==> src/rtl/qconv_pkg.sv <==
package qconv_pkg;
  typedef enum logic [2:0] {
    ST_IDLE,
    ST_ARMED,
    ST_CONV,
    ST_HOLD,
    ST_SETTLE
  } seq_state_t;
endpackage

==> src/rtl/qconv_chan.sv <==
// One channel: arm flag, run-down tracking and a saturating result counter.
module qconv_chan #(
  parameter int DW = 10
) (
  input  logic          clk,
  input  logic          rst,
  input  logic          clr,
  input  logic          arm,
  input  logic          run,
  input  logic          rd,
  output logic [DW-1:0] cnt_o,
  output logic          ovf_o,
  output logic          fin_o
);
  localparam logic [DW-1:0] CNT_MAX = {DW{1'b1}};

  logic armed_q;
  logic seen_q;

  always_ff @(posedge clk) begin
    if (rst || clr) begin
      cnt_o   <= '0;
      ovf_o   <= 1'b0;
      armed_q <= 1'b0;
      seen_q  <= 1'b0;
    end else begin
      if (run && armed_q && rd) begin
        seen_q <= 1'b1;
        if (cnt_o == CNT_MAX) ovf_o <= 1'b1;
        else                  cnt_o <= cnt_o + 1'b1;
      end
      // a later gate re-arms; run-down must be seen again before finishing
      if (arm) begin
        armed_q <= 1'b1;
        seen_q  <= 1'b0;
      end
    end
  end

  assign fin_o = !armed_q || (seen_q && !rd);
endmodule

==> src/rtl/qconv_empty.sv <==
// Threshold comparison across all channels; reports whether any holds data.
module qconv_empty #(
  parameter int NCH = 12,
  parameter int DW  = 10,
  parameter int TW  = 7
) (
  input  logic [NCH-1:0][DW-1:0] cnt_all,
  input  logic [NCH-1:0]         ovf_all,
  input  logic [TW-1:0]          thresh,
  output logic                   any_hit
);
  localparam int CW = (DW > TW) ? DW + 1 : TW + 1;

  logic [NCH-1:0] hit;
  logic [CW-1:0]  thr_ext;

  assign thr_ext = CW'(thresh);

  for (genvar g = 0; g < NCH; g++) begin : g_cmp
    logic [CW-1:0] c_ext;
    assign c_ext  = CW'(cnt_all[g]);
    assign hit[g] = ovf_all[g] || (c_ext >= thr_ext);
  end

  assign any_hit = |hit;
endmodule

==> src/rtl/qconv_ctrl.sv <==
// Sequencing: idle -> armed -> converting -> hold, with settle after fast clear.
module qconv_ctrl
  import qconv_pkg::*;
#(
  parameter int CONV_CYCLES   = 6000,
  parameter int SETTLE_CYCLES = 150,
  parameter int START_WIN     = 10
) (
  input  logic clk,
  input  logic rst,
  input  logic start_i,
  input  logic fclr_i,
  input  logic dclr_i,
  input  logic inhibit_i,
  input  logic gate_any,
  input  logic all_fin,
  output logic gate_ok,
  output logic run_o,
  output logic chan_clr_o,
  output logic end_now_o
);
  localparam int BW = $clog2(CONV_CYCLES + 1);
  localparam int SW = $clog2(SETTLE_CYCLES + 1);
  localparam int WW = $clog2(START_WIN + 1);
  localparam logic [BW-1:0] B_LAST = BW'(CONV_CYCLES - 1);
  localparam logic [SW-1:0] S_LAST = SW'(SETTLE_CYCLES - 1);
  localparam logic [WW-1:0] W_LAST = WW'(START_WIN - 1);

  seq_state_t st_q;
  logic [BW-1:0] bcnt_q;
  logic [SW-1:0] scnt_q;
  logic [WW-1:0] wcnt_q;
  logic          accepting;
  logic          any_clr;
  logic          win_expire;

  assign accepting  = (st_q == ST_IDLE) || (st_q == ST_ARMED) || (st_q == ST_CONV);
  assign any_clr    = fclr_i || dclr_i;
  assign gate_ok    = accepting && !inhibit_i && !any_clr;
  assign win_expire = (st_q == ST_ARMED) && !start_i && !any_clr && (wcnt_q == W_LAST);
  assign end_now_o  = (st_q == ST_CONV) && !any_clr && (all_fin || bcnt_q == B_LAST);
  assign run_o      = (st_q == ST_CONV) && !any_clr && !end_now_o;
  assign chan_clr_o = any_clr || win_expire;

  always_ff @(posedge clk) begin
    if (rst) begin
      st_q   <= ST_IDLE;
      bcnt_q <= '0;
      scnt_q <= '0;
      wcnt_q <= '0;
    end else if (fclr_i) begin
      st_q   <= ST_SETTLE;
      scnt_q <= '0;
    end else if (dclr_i && st_q != ST_SETTLE) begin
      st_q <= ST_IDLE;
    end else begin
      unique case (st_q)
        ST_IDLE: begin
          if (start_i) begin
            st_q   <= ST_CONV;
            bcnt_q <= '0;
          end else if (gate_any && gate_ok) begin
            st_q   <= ST_ARMED;
            wcnt_q <= '0;
          end
        end
        ST_ARMED: begin
          if (start_i) begin
            st_q   <= ST_CONV;
            bcnt_q <= '0;
          end else if (win_expire) begin
            st_q <= ST_IDLE;
          end else begin
            wcnt_q <= wcnt_q + 1'b1;
          end
        end
        ST_CONV: begin
          if (end_now_o) st_q <= ST_HOLD;
          else           bcnt_q <= bcnt_q + 1'b1;
        end
        ST_HOLD: st_q <= ST_HOLD;
        ST_SETTLE: begin
          if (scnt_q == S_LAST) st_q <= ST_IDLE;
          else                  scnt_q <= scnt_q + 1'b1;
        end
        default: st_q <= ST_IDLE;
      endcase
    end
  end
endmodule

==> src/rtl/qconv_seq.sv <==
module qconv_seq #(
  parameter int NCH           = 12,
  parameter int DW            = 10,
  parameter int TW            = 7,
  parameter int CONV_CYCLES   = 6000,
  parameter int SETTLE_CYCLES = 150,
  parameter int START_WIN     = 10,
  localparam int CHW          = $clog2(NCH)
) (
  input  logic           clk,
  input  logic           rst,
  input  logic [NCH-1:0] gate_i,
  input  logic           inhibit_i,
  input  logic           start_i,
  input  logic [NCH-1:0] rundown_i,
  input  logic           fclr_i,
  input  logic           dclr_i,
  input  logic [TW-1:0]  thresh_i,
  input  logic [CHW-1:0] rd_sel_i,
  output logic [DW:0]    rd_data_o,
  output logic           done_o,
  output logic           present_o
);
  logic [NCH-1:0][DW-1:0] cnt_all;
  logic [NCH-1:0]         ovf_all;
  logic [NCH-1:0]         fin_all;
  logic                   gate_ok;
  logic                   run;
  logic                   chan_clr;
  logic                   end_now;
  logic                   any_hit;

  qconv_ctrl #(
    .CONV_CYCLES  (CONV_CYCLES),
    .SETTLE_CYCLES(SETTLE_CYCLES),
    .START_WIN    (START_WIN)
  ) u_ctrl (
    .clk       (clk),
    .rst       (rst),
    .start_i   (start_i),
    .fclr_i    (fclr_i),
    .dclr_i    (dclr_i),
    .inhibit_i (inhibit_i),
    .gate_any  (|gate_i),
    .all_fin   (&fin_all),
    .gate_ok   (gate_ok),
    .run_o     (run),
    .chan_clr_o(chan_clr),
    .end_now_o (end_now)
  );

  for (genvar g = 0; g < NCH; g++) begin : g_ch
    qconv_chan #(.DW(DW)) u_chan (
      .clk  (clk),
      .rst  (rst),
      .clr  (chan_clr),
      .arm  (gate_i[g] && gate_ok),
      .run  (run),
      .rd   (rundown_i[g]),
      .cnt_o(cnt_all[g]),
      .ovf_o(ovf_all[g]),
      .fin_o(fin_all[g])
    );
  end

  qconv_empty #(.NCH(NCH), .DW(DW), .TW(TW)) u_empty (
    .cnt_all(cnt_all),
    .ovf_all(ovf_all),
    .thresh (thresh_i),
    .any_hit(any_hit)
  );

  always_ff @(posedge clk) begin
    if (rst) begin
      done_o    <= 1'b0;
      present_o <= 1'b0;
      rd_data_o <= '0;
    end else begin
      done_o <= end_now;
      if (fclr_i || dclr_i) present_o <= 1'b0;
      else if (end_now)     present_o <= any_hit;
      if (int'(rd_sel_i) < NCH) rd_data_o <= {ovf_all[rd_sel_i], cnt_all[rd_sel_i]};
      else                      rd_data_o <= '0;
    end
  end
endmodule

==> config.mk <==
export PLATFORM = sky130hd
export DESIGN_NAME = qconv_seq
export DESIGN_NICKNAME = d
export VERILOG_FILES = /design/src/rtl/qconv_pkg.sv /design/src/rtl/qconv_chan.sv /design/src/rtl/qconv_empty.sv /design/src/rtl/qconv_ctrl.sv /design/src/rtl/qconv_seq.sv
export SDC_FILE = /design/constraint.sdc
export NUM_CORES = 1
export LEC_CHECK = 0
export BUFFER_PORTS_ARGS = -buffer_cell sky130_fd_sc_hd__buf_2
export CORE_UTILIZATION = 40
export CTS_BUF_LIST = sky130_fd_sc_hd__clkbuf_4
export DETAILED_ROUTE_END_ITERATION = 8
export GPL_TIMING_DRIVEN = 0
export PLACE_DENSITY_LB_ADDON = 0.3
export SLEW_MARGIN = 20
export SYNTH_ARGS = -nofsm -noshare
export SYNTH_HDL_FRONTEND = slang
export SYNTH_SLANG_ARGS = --single-unit
==> constraint.sdc <==
create_clock -name clk -period 4.26 [get_ports clk]
set_clock_uncertainty 0.15 [all_clocks]
set_input_delay 0.852 -clock clk [delete_from_list [all_inputs] [get_ports clk]]
set_output_delay 0.852 -clock clk [all_outputs]
set_load 0.05 [all_outputs]
## Word-level counts from Yosys, hierarchy flattened

Index checks and enable logic that the tools add are counted.

- Register bits: 197
- Output and inout port bits: 13
- Word-level logic and storage cells: 324

- $add $sub $neg: 15
- $lt $le $gt $ge: 14
- Equality and inequality tests: 34
- Mux-type cells: 21
- Bitwise logic cells: 16
- Reduce and logical (&&, ||, !) cells: 168

Operators with widths:

| cell | count |
|---|---|
| 10-bit by 1-bit adder with 10-bit output (second input constant) | 12 |
| 10-bit == test (second input constant) | 12 |
| 10-bit by 7-bit greater-or-equal comparator with 1-bit output | 12 |
| 1-bit logical AND | 58 |
| 2-bit AND reduction | 24 |
| 10-bit binary-select mux with 4-bit select | 1 |
| 2-bit OR reduction | 16 |
| 1-bit logical OR | 30 |
| 1-bit logical NOT | 28 |
| 13-bit two-way mux | 2 |
| 13-bit case mux with 2 select lines | 1 |
| 3-bit two-way mux | 8 |
| 12-bit OR reduction | 2 |
| 4-bit two-way mux | 4 |
| 1-bit NOT | 16 |
| 3-bit case mux with 5 select lines | 1 |
| 13-bit by 1-bit adder with 13-bit output (second input constant) | 1 |
| 13-bit == test (second input constant) | 1 |
| 2-bit inequality test (second input constant) | 6 |
| 12-bit AND reduction | 1 |
| 10-bit two-way mux | 1 |
| 8-bit by 1-bit adder with 8-bit output (second input constant) | 1 |
| 8-bit == test (second input constant) | 1 |
| 4-bit case mux with 2 select lines | 1 |
| 23 further kinds | 28 |

## Longest topological paths before layout

Gate-level depths: netlist (run 1).

- Depth in word-level cells: 11
- Depth in mapped cells: 10
- Mapped depth without buffers: 9

## Modules after synthesis

A second synthesis (run 1) with hierarchy kept.

- Cells, all modules: 1442
- Area, all modules: 12261.8 µm²

By module, submodules not included:

| module | instances | cells an instance | area an instance (µm²) |
|---|---|---|---|
| qconv_chan | 12 | 72 | 603.1 |
| qconv_empty | 1 | 230 | 1884.3 |
| qconv_ctrl | 1 | 181 | 1580.3 |
| qconv_seq | 1 | 167 | 1560.2 |

## Worst setup path after synthesis (run 1)

No wires, ideal clock.

- Path type: input to register
- Start point: input thresh_i[5]
- End point: register present_o
- Setup time: 122 ps
- Arrival time: 2429 ps
- Required time: 3988 ps
- Slack: 1559 ps
- Cell stages on the path: 8
- Cells stage by stage: inv_1 > ha_1 > and4b_1 > a221o_1 > a311oi_1 > nand4_1 > nor3_1 > a21oi_1

- Cells in the longest elaborated chain, start to end: 3
- Elaborated cells between the ends (all ways): 25
- Those cells by class: order compare: 12; reduce/logical: 13

RTL lines:

| what | line | RTL |
|---|---|---|
| start, declared | qconv_seq.sv:18 | `input logic [TW-1:0] thresh_i,` |
| 10-bit by 7-bit greater-or-equal comparator with 1-bit output | qconv_empty.sv:22 | `assign hit[g] = ovf_all[g] \|\| (c_ext >= thr_ext);` |
| 1-bit logical OR | qconv_empty.sv:22 |  |
| 12-bit OR reduction * | qconv_empty.sv:25 | `assign any_hit = \|hit;` |
| end signal, assigned | qconv_seq.sv:81 | `else if (end_now) present_o <= any_hit;` |
| end, declared | qconv_seq.sv:22 | `output logic present_o` |

Mark *: on every way between the ends. The rest lies on a longest branch, timed or not.
A chain may end at the register's enable or synchronous reset.

## Worst setup path after layout (run 1)

- Start point: input thresh_i[4]
- End point: register present_o

Same word-level chain as after synthesis.

==> impl_metrics.py, run 1 <==
metrics = {
    "drt": {
        "ant_nets": 0,
        "post_drt_via_cell_ratio": 5.73,
        "vias": 9950,
        "drc": 0,
        "firstDrtPassIters": 7,
        "drt_wl_total_um": 34900,
        "drt_iter0_markers": 788,
        "wl_per_cell_um": 20.1,
    },
    "clocking": {
        "clock-sinks": 197,
        "cts_setup_buffers": 0,
        "root_buffer": "clkbuf_4",
        "cts-resized-gates": 0,
        "ctsLongestPathBuffers": 2,
        "cts_hold_buffers": 0,
        "numCtsBuffers": 17,
        "insertion_delay_ns": 0.64,
        "cts_tree": "done",
        "cts.htree.levels": 4,
        "clk_pin_slew_ns": 0.19,
    },
    "setup_path": {
        "reg2reg_from": "u_ctrl.bcnt_q[0]",
        "cp_data_required_time_ns": 4.65,
        "startpoint_type": "input pin",
        "r2r_slack_ns": 1.09,
        "rr_worst_depth": 10,
        "r2r_end": "g_ch[5].u_chan.seen_q",
        "path_max_fanout": 12,
        "critical_path_class": "input pin to flip-flop",
        "crit_arrival_ns": 3.58,
        "end_kind": "flip-flop",
        "startpoint": "thresh_i[4]",
    },
    "yosys": {
        "ys_async_sr_fraction_pct": 0,
        "synth_edf_count": 0,
        "synth_cells": 1272,
        "syn-cell-area_sq_um": 11500,
        "synth.distinct_cells": 69,
        "syn_nets": 1414,
        "seq_area_frac_synth_pct": 34.2,
        "synth_area_per_cell_sq_um": 9.08,
        "synthFlopType": "dfxtp_1",
        "ys_ff_latch": 197,
        "synth-warning-count": 0,
    },
    "sta": {
        "setup_viol": 0,
        "tightest_slew_ns": 0.882,
        "fin_setup_tns_ns": 0,
        "hold_viol_final": 0,
        "rsz0062_at_grt": "no",
        "fin_crit_sh_pct": 74.8,
        "clock.fmax_ghz": 0.314,
        "finalCriticalPeriod_ns": 3.19,
        "slew_headroom_pct": 41.2,
        "final-max-slew-violation-count": 0,
        "finalWorstSetupSlack_ns": 1.07,
    },
    "placed_design": {
        "place_ws_ns": 0.463,
        "hpwlAfterDp_um": 27100,
        "numPortBuffers": 51,
        "gp_congestion": 1.01,
    },
    "global_routing": {
        "grt_pass1_vias": 9050,
        "grt_pass1_wl_um": 53300,
        "grt_max_degree": 20,
        "antenna_found_initial": 2,
        "grt.overflow.total": 0,
        "track_usage_pct": 24.4,
    },
    "hold_path": {
        "hp-start": "gate_i[4]",
        "holdPathEnd": "g_ch[4].u_chan.seen_q",
        "worstHoldPathType": "input pin to flip-flop",
        "holdPathStages": 2,
    },
    "cells_and_area": {
        "drive_above_1_share_pct": 11.5,
        "nNetsFinal": 1484,
        "area_delta_synth_final_pct": 8.67,
        "final.fill_count": 2846,
        "multi_input_area_sq_um": 7270,
        "regArea_sq_um": 3940,
    },
    "floorplanning": {
        "ioPinCount": 54,
        "fp.dieH_um": 172,
        "die_x_um": 172,
        "start_util_pct": 41.1,
        "dieArea_sq_um": 29500,
        "row_count": 61,
        "coreArea_sq_um": 28100,
    },
    "pwr": {
        "comb_power_share_pct": 6.9,
        "swShare_pct": 28.6,
        "vdd_drop_max_uv": 180,
        "p_sw_uw": 875,
        "power_density_nw_per_um2": 244,
        "clock_power_share_pct": 32.6,
        "p_seq_share_pct": 60.5,
        "leakage_uw": 0.00461,
        "internal_power_uw": 2180,
    },
    "flow_run": {
        "cap_violations": 0,
    },
    "outcome": {
        "status": "complete, no violations",
    },
}
## cell type report
cell class / instances / area share (%)
Multi-Input combinational cell: 992 / 57.9
Sequential cell: 197 / 31.4
Tap cell: 378 / 3.77
Timing Repair Buffer: 51 / 2.03
Buffer: 44 / 1.51
Inverter: 39 / 1.17
Clock buffer: 18 / 1.08
Clock inverter: 14 / 1.04
Antenna cell: 3 / 0.0598
## layout by cell type (no fill, tap or decap), types with 31 or more instances in the layout
cell,count
mux4_2,33
nand4_1,46
nand3_1,52
inv_1,39
and3_1,34
xor2_1,61
a21oi_1,69
nor2_1,211
buf_2,61
ha_1,101
xnor2_1,50
dfxtp_1,197
nand2_1,58
clkbuf_1,31
## cells by family after synthesis
| logic type | count (synthesis) | synth area share, % |
|---|---|---|
| simple gates | 558 | 25.5 |
| flops | 197 | 34.2 |
| compound gates | 163 | 9.39 |
| xor+xnor | 111 | 8.42 |
| fa+ha+maj | 101 | 10.9 |
| buf+inv | 83 | 2.90 |
| mux | 59 | 8.70 |
## metal layers
layer	vias up	wire length [um]	GRT usage (%)
met1	4754	15500	33.2
met3	50	2990	6.27
li1	4773	-	-
met4	0	979	8.81
met2	373	15400	37.1
met5	-	0	0
## sequential cells by signal (all words and copies together), names as in the netlist, 3 cells and up
signal	count
g_ch.u_chan.armed_q	12
u_ctrl.bcnt_q	13
rd_data_o	11
g_ch.u_chan.ovf_o	12
g_ch.u_chan.seen_q	12
u_ctrl.wcnt_q	4
u_ctrl.scnt_q	8
u_ctrl.st_q	3
g_ch.u_chan.cnt_o	120
## synth_stat cells, drive strengths merged, types with 10 or more instances
cell type	count	area [sq um]
a211oi	25	188
a21o	10	75.1
a21oi	69	345
and2	20	125
and3	36	235
and4	16	148
buf	13	72.6
clkbuf	31	116
dfxtp	197	3940
ha	101	1260
inv	39	146
mux2i	25	250
mux4	33	743
nand2	59	229
nand2b	21	131
nand3	52	260
nand4	46	288
nor2	213	810
nor3	28	171
nor4	28	241
o21ai	11	62.6
xnor2	50	438
xor2	61	534
## through the flow
step | cell area [sq um] | util (%) | power, uW | cells | hold WS (ns)
floorplan | 11500 | - | 2010 | 1272 | 0.282
global placement | 12300 | 43.7 | 2090 | 1701 | 0.291
detailed placement | 12300 | 43.7 | 2100 | 1701 | 0.300
CTS | 12500 | 44.6 | 3090 | 1733 | 0.210
global route | 12500 | 44.7 | 3200 | 1736 | 0.211
finish | 12500 | 44.7 | 3060 | 1736 | 0.264
## worst max-delay path by stage
stage	endpoint	cells after the start
after CTS	g_ch[5].u_chan.seen_q	10
after global placement	present_o	9
final	present_o	9
after floorplan	present_o	8
after global routing	g_ch[5].u_chan.cnt_o[6]	10
after detailed placement	present_o	9
## power groups by stage
stage	logic [uW]	clock network (uW)	registers (uW)
final	211	999	1850
after global routing	232	1110	1850
after CTS	210	1030	1850
after detailed placement	209	0	1890
after global placement	206	0	1890
after floorplan	125	0	1890
## critical path: stages
cell	delay (ns)
buf_2	0.10
inv_1	0.51
ha_1	0.37
a211oi_1	0.22
nor3_1	0.13
a2111oi_0	0.63
nand4_1	0.16
nor3_1	0.48
a21oi_1	0.13
Note: power is estimated with default switching activity, not from simulation.
==> run 2: changes to the inputs <==
--- a/config.mk
+++ b/config.mk
@@ -5,6 +5,7 @@
 export SDC_FILE = /design/constraint.sdc
 export NUM_CORES = 1
 export LEC_CHECK = 0
+export ABC_AREA = 1
 export BUFFER_PORTS_ARGS = -buffer_cell sky130_fd_sc_hd__buf_2
 export CORE_UTILIZATION = 40
 export CTS_BUF_LIST = sky130_fd_sc_hd__clkbuf_4
==> constraint.sdc (replaced) <==
create_clock -name clk -period 2.8 [get_ports clk]
set_clock_uncertainty 0.15 [all_clocks]
set_input_delay 0.56 -clock clk [delete_from_list [all_inputs] [get_ports clk]]
set_output_delay 0.56 -clock clk [all_outputs]
set_load 0.05 [all_outputs]
==> impl_metrics.py, run 2 <==
metrics = {
    "outcome": {
        "status": "complete, no violations",
    },
    "yosys": {
        "netlist.area_leader.share_pct": 30.4,
        "synth_area_leaders": "dfxtp_1 30%, nand2_1 14%, ha_1 9.7%",
        "synth_area_per_cell_sq_um": 6.66,
        "yosysMostFrequentCell": "nand2_1",
        "ys_async_sr_fraction_pct": 0,
        "synth_edf_count": 0,
        "synth_cells": 1948,
        "syn_nets": 2090,
        "ys_ff_latch": 197,
        "synth.distinct_cells": 41,
        "yosysTopAreaCell": "dfxtp_1",
        "synth-warning-count": 0,
        "seq_area_frac_synth_pct": 30.4,
        "synth_commonest_cells": "472 x nand2_1, 237 x a21oi_1, 225 x inv_1",
        "syn-cell-area_sq_um": 13000,
        "synthFlopType": "dfxtp_1",
    },
    "cells_and_area": {
        "area_delta_synth_final_pct": 8.97,
        "regMostFlops": "g_ch.u_chan.cnt_o",
        "final.fill_count": 3368,
        "layout_commonest_cell": "nand2_1",
        "layout_common_cells": "472 x nand2_1, 237 x a21oi_1, 225 x inv_1",
        "nNetsFinal": 2169,
        "largest_reg_flops": 120,
        "postLayoutCellArea_sq_um": 14100,
        "largestRegisters": "g_ch.u_chan.cnt_o (120), u_ctrl.bcnt_q (13)",
        "drive_above_1_share_pct": 7.99,
    },
    "setup_path": {
        "critical_path_class": "input pin to flip-flop",
        "startpoint_type": "input pin",
        "rr_worst_depth": 16,
        "crit_arrival_ns": 2.99,
        "reg2reg_from": "g_ch[3].u_chan.cnt_o[0]",
        "r2r_slack_ns": 0.35,
        "cp_data_required_time_ns": 3.25,
        "r2r_end": "present_o",
        "end_kind": "flip-flop",
        "path_max_fanout": 12,
        "endpoint": "present_o",
        "startpoint": "thresh_i[3]",
    },
    "floorplanning": {
        "fp.dieH_um": 182,
        "ioPinCount": 54,
        "coreArea_sq_um": 31700,
        "dieArea_sq_um": 33200,
        "row_count": 65,
        "die_x_um": 182,
        "start_util_pct": 40.9,
    },
    "placed_design": {
        "hpwlAfterDp_um": 32000,
        "numPortBuffers": 52,
        "placed_cell_area_sq_um": 13700,
        "gp_congestion": 0.987,
    },
    "clocking": {
        "clock-sinks": 197,
        "cts_tree": "done",
        "ctsLongestPathBuffers": 2,
        "root_buffer": "clkbuf_4",
        "cts.htree.levels": 4,
        "numCtsBuffers": 17,
        "cts_setup_buffers": 0,
        "clk_pin_slew_ns": 0.22,
        "insertion_delay_ns": 0.69,
    },
    "flow_run": {
        "cap_violations": 0,
    },
    "global_routing": {
        "antenna_found_initial": 2,
        "grt_pass1_vias": 11600,
        "grt_max_degree": 22,
        "grt.overflow.total": 0,
        "track_usage_pct": 25.5,
        "grt_pass1_wl_um": 64900,
    },
    "sta": {
        "holdWs_ns": 0.0507,
        "tightest_slew_ns": 0.983,
        "finalCriticalPeriod_ns": 2.54,
        "clock.fmax_ghz": 0.393,
        "final-max-slew-violation-count": 0,
        "slew_headroom_pct": 34.5,
        "rsz0062_at_grt": "no",
        "fin_crit_sh_pct": 90.8,
        "hold_viol_final": 0,
        "setup_viol": 0,
    },
    "drt": {
        "post_drt_via_cell_ratio": 5.32,
        "wl_per_cell_um": 17.1,
        "drt_wl_total_um": 41900,
        "drc": 0,
        "ant_nets": 0,
        "vias": 13000,
        "drt_iter0_markers": 1230,
        "firstDrtPassIters": 7,
    },
    "hold_path": {
        "worstHoldPathType": "input pin to flip-flop",
    },
    "pwr": {
        "totalPowerFinal_uw": 5010,
        "leakage_uw": 0.00583,
        "power_density_nw_per_um2": 354,
        "vdd_drop_max_uv": 412,
    },
}
## run 2: cells by family after synthesis
logic type,after synthesis,share of synthesized area (%)
AND/OR/NAND/NOR,864,29.0
XOR/XNOR,89,6.01
adder cells (fa/ha/maj),101,9.74
buffers and inverters,305,9.34
flip-flops,197,30.4
AO/OA/AOI/OAI,392,15.6
## run 2: power breakdown
group          total (uW)  switching, uW  internal (uW)
sequential           2830           6.17           2820
clock                1650           1230            420
combinational         532            382            149
## run 2: area by class of cell
cell class	count	area [sq um]	share of cell area, %
buffer	65	315	2.23
antenna	3	7.51	0.0531
timing repair buffer	60	340	2.41
sequential	197	3940	27.9
multi-input combinational	1446	7820	55.3
inverter	240	901	6.37
clock inverter	15	181	1.28
clock buffer	17	128	0.902
tap	402	503	3.56
## run 2: per-stage QoR
step	instances	TNS [ns]	setup slack [ns]	util (%)
after floorplan	1948	0	0.801	-
after global routing	2445	0	0.126	44.6
after detailed placement	2402	-1.43	-0.421	43.3
after global placement	2402	-0.638	-0.413	43.3
after CTS	2442	0	0.0478	44.5
final	2445	0	0.257	44.6
## run 2: worst min path at each step
stage                             from                 endpoint  slack (ns)  depth (start not counted)
6_report                     gate_i[0]    g_ch[0].u_chan.seen_q        0.05                          4
5_1_grt                      gate_i[1]    g_ch[1].u_chan.seen_q        0.02                          4
4_1_cts                      gate_i[0]    g_ch[0].u_chan.seen_q       0.009                          4
3_5_place_dp   g_ch[10].u_chan.armed_q  g_ch[10].u_chan.armed_q        0.31                          2
3_3_place_gp   g_ch[11].u_chan.armed_q  g_ch[11].u_chan.armed_q        0.30                          2
2_1_floorplan  g_ch[11].u_chan.armed_q  g_ch[11].u_chan.armed_q        0.29                          2
## run 2: worst max-delay path: stages
cell	delay, ns
buf_2	0.09
inv_1	0.64
ha_1	0.38
nand2_1	0.07
inv_1	0.04
nand2_1	0.05
nand2_1	0.05
nand2_1	0.06
nand2_1	0.07
nand2_1	0.15
nand2_1	0.08
nor2_1	0.26
nand3_1	0.14
nor2_1	0.28
nor2_1	0.06
## run 2: timing repair
| item | 4_1_cts | 5_1_grt |
|---|---|---|
| hold buffers | 8 | 0 |
| resized for setup | 0 | 7 |
| endpoints found under the setup margin | 0 | 22 |
| hold endpoints to repair | 17 | 0 |
## run 2: routing by layer
metal / wire (um) / up-vias / track usage [%]
li1: - / 6492 / -
met1: 19900 / 6045 / 36.2
met2: 18700 / 435 / 40.4
met3: 2600 / 43 / 3.31
met4: 807 / 0 / 6.96
met5: 0 / - / 0
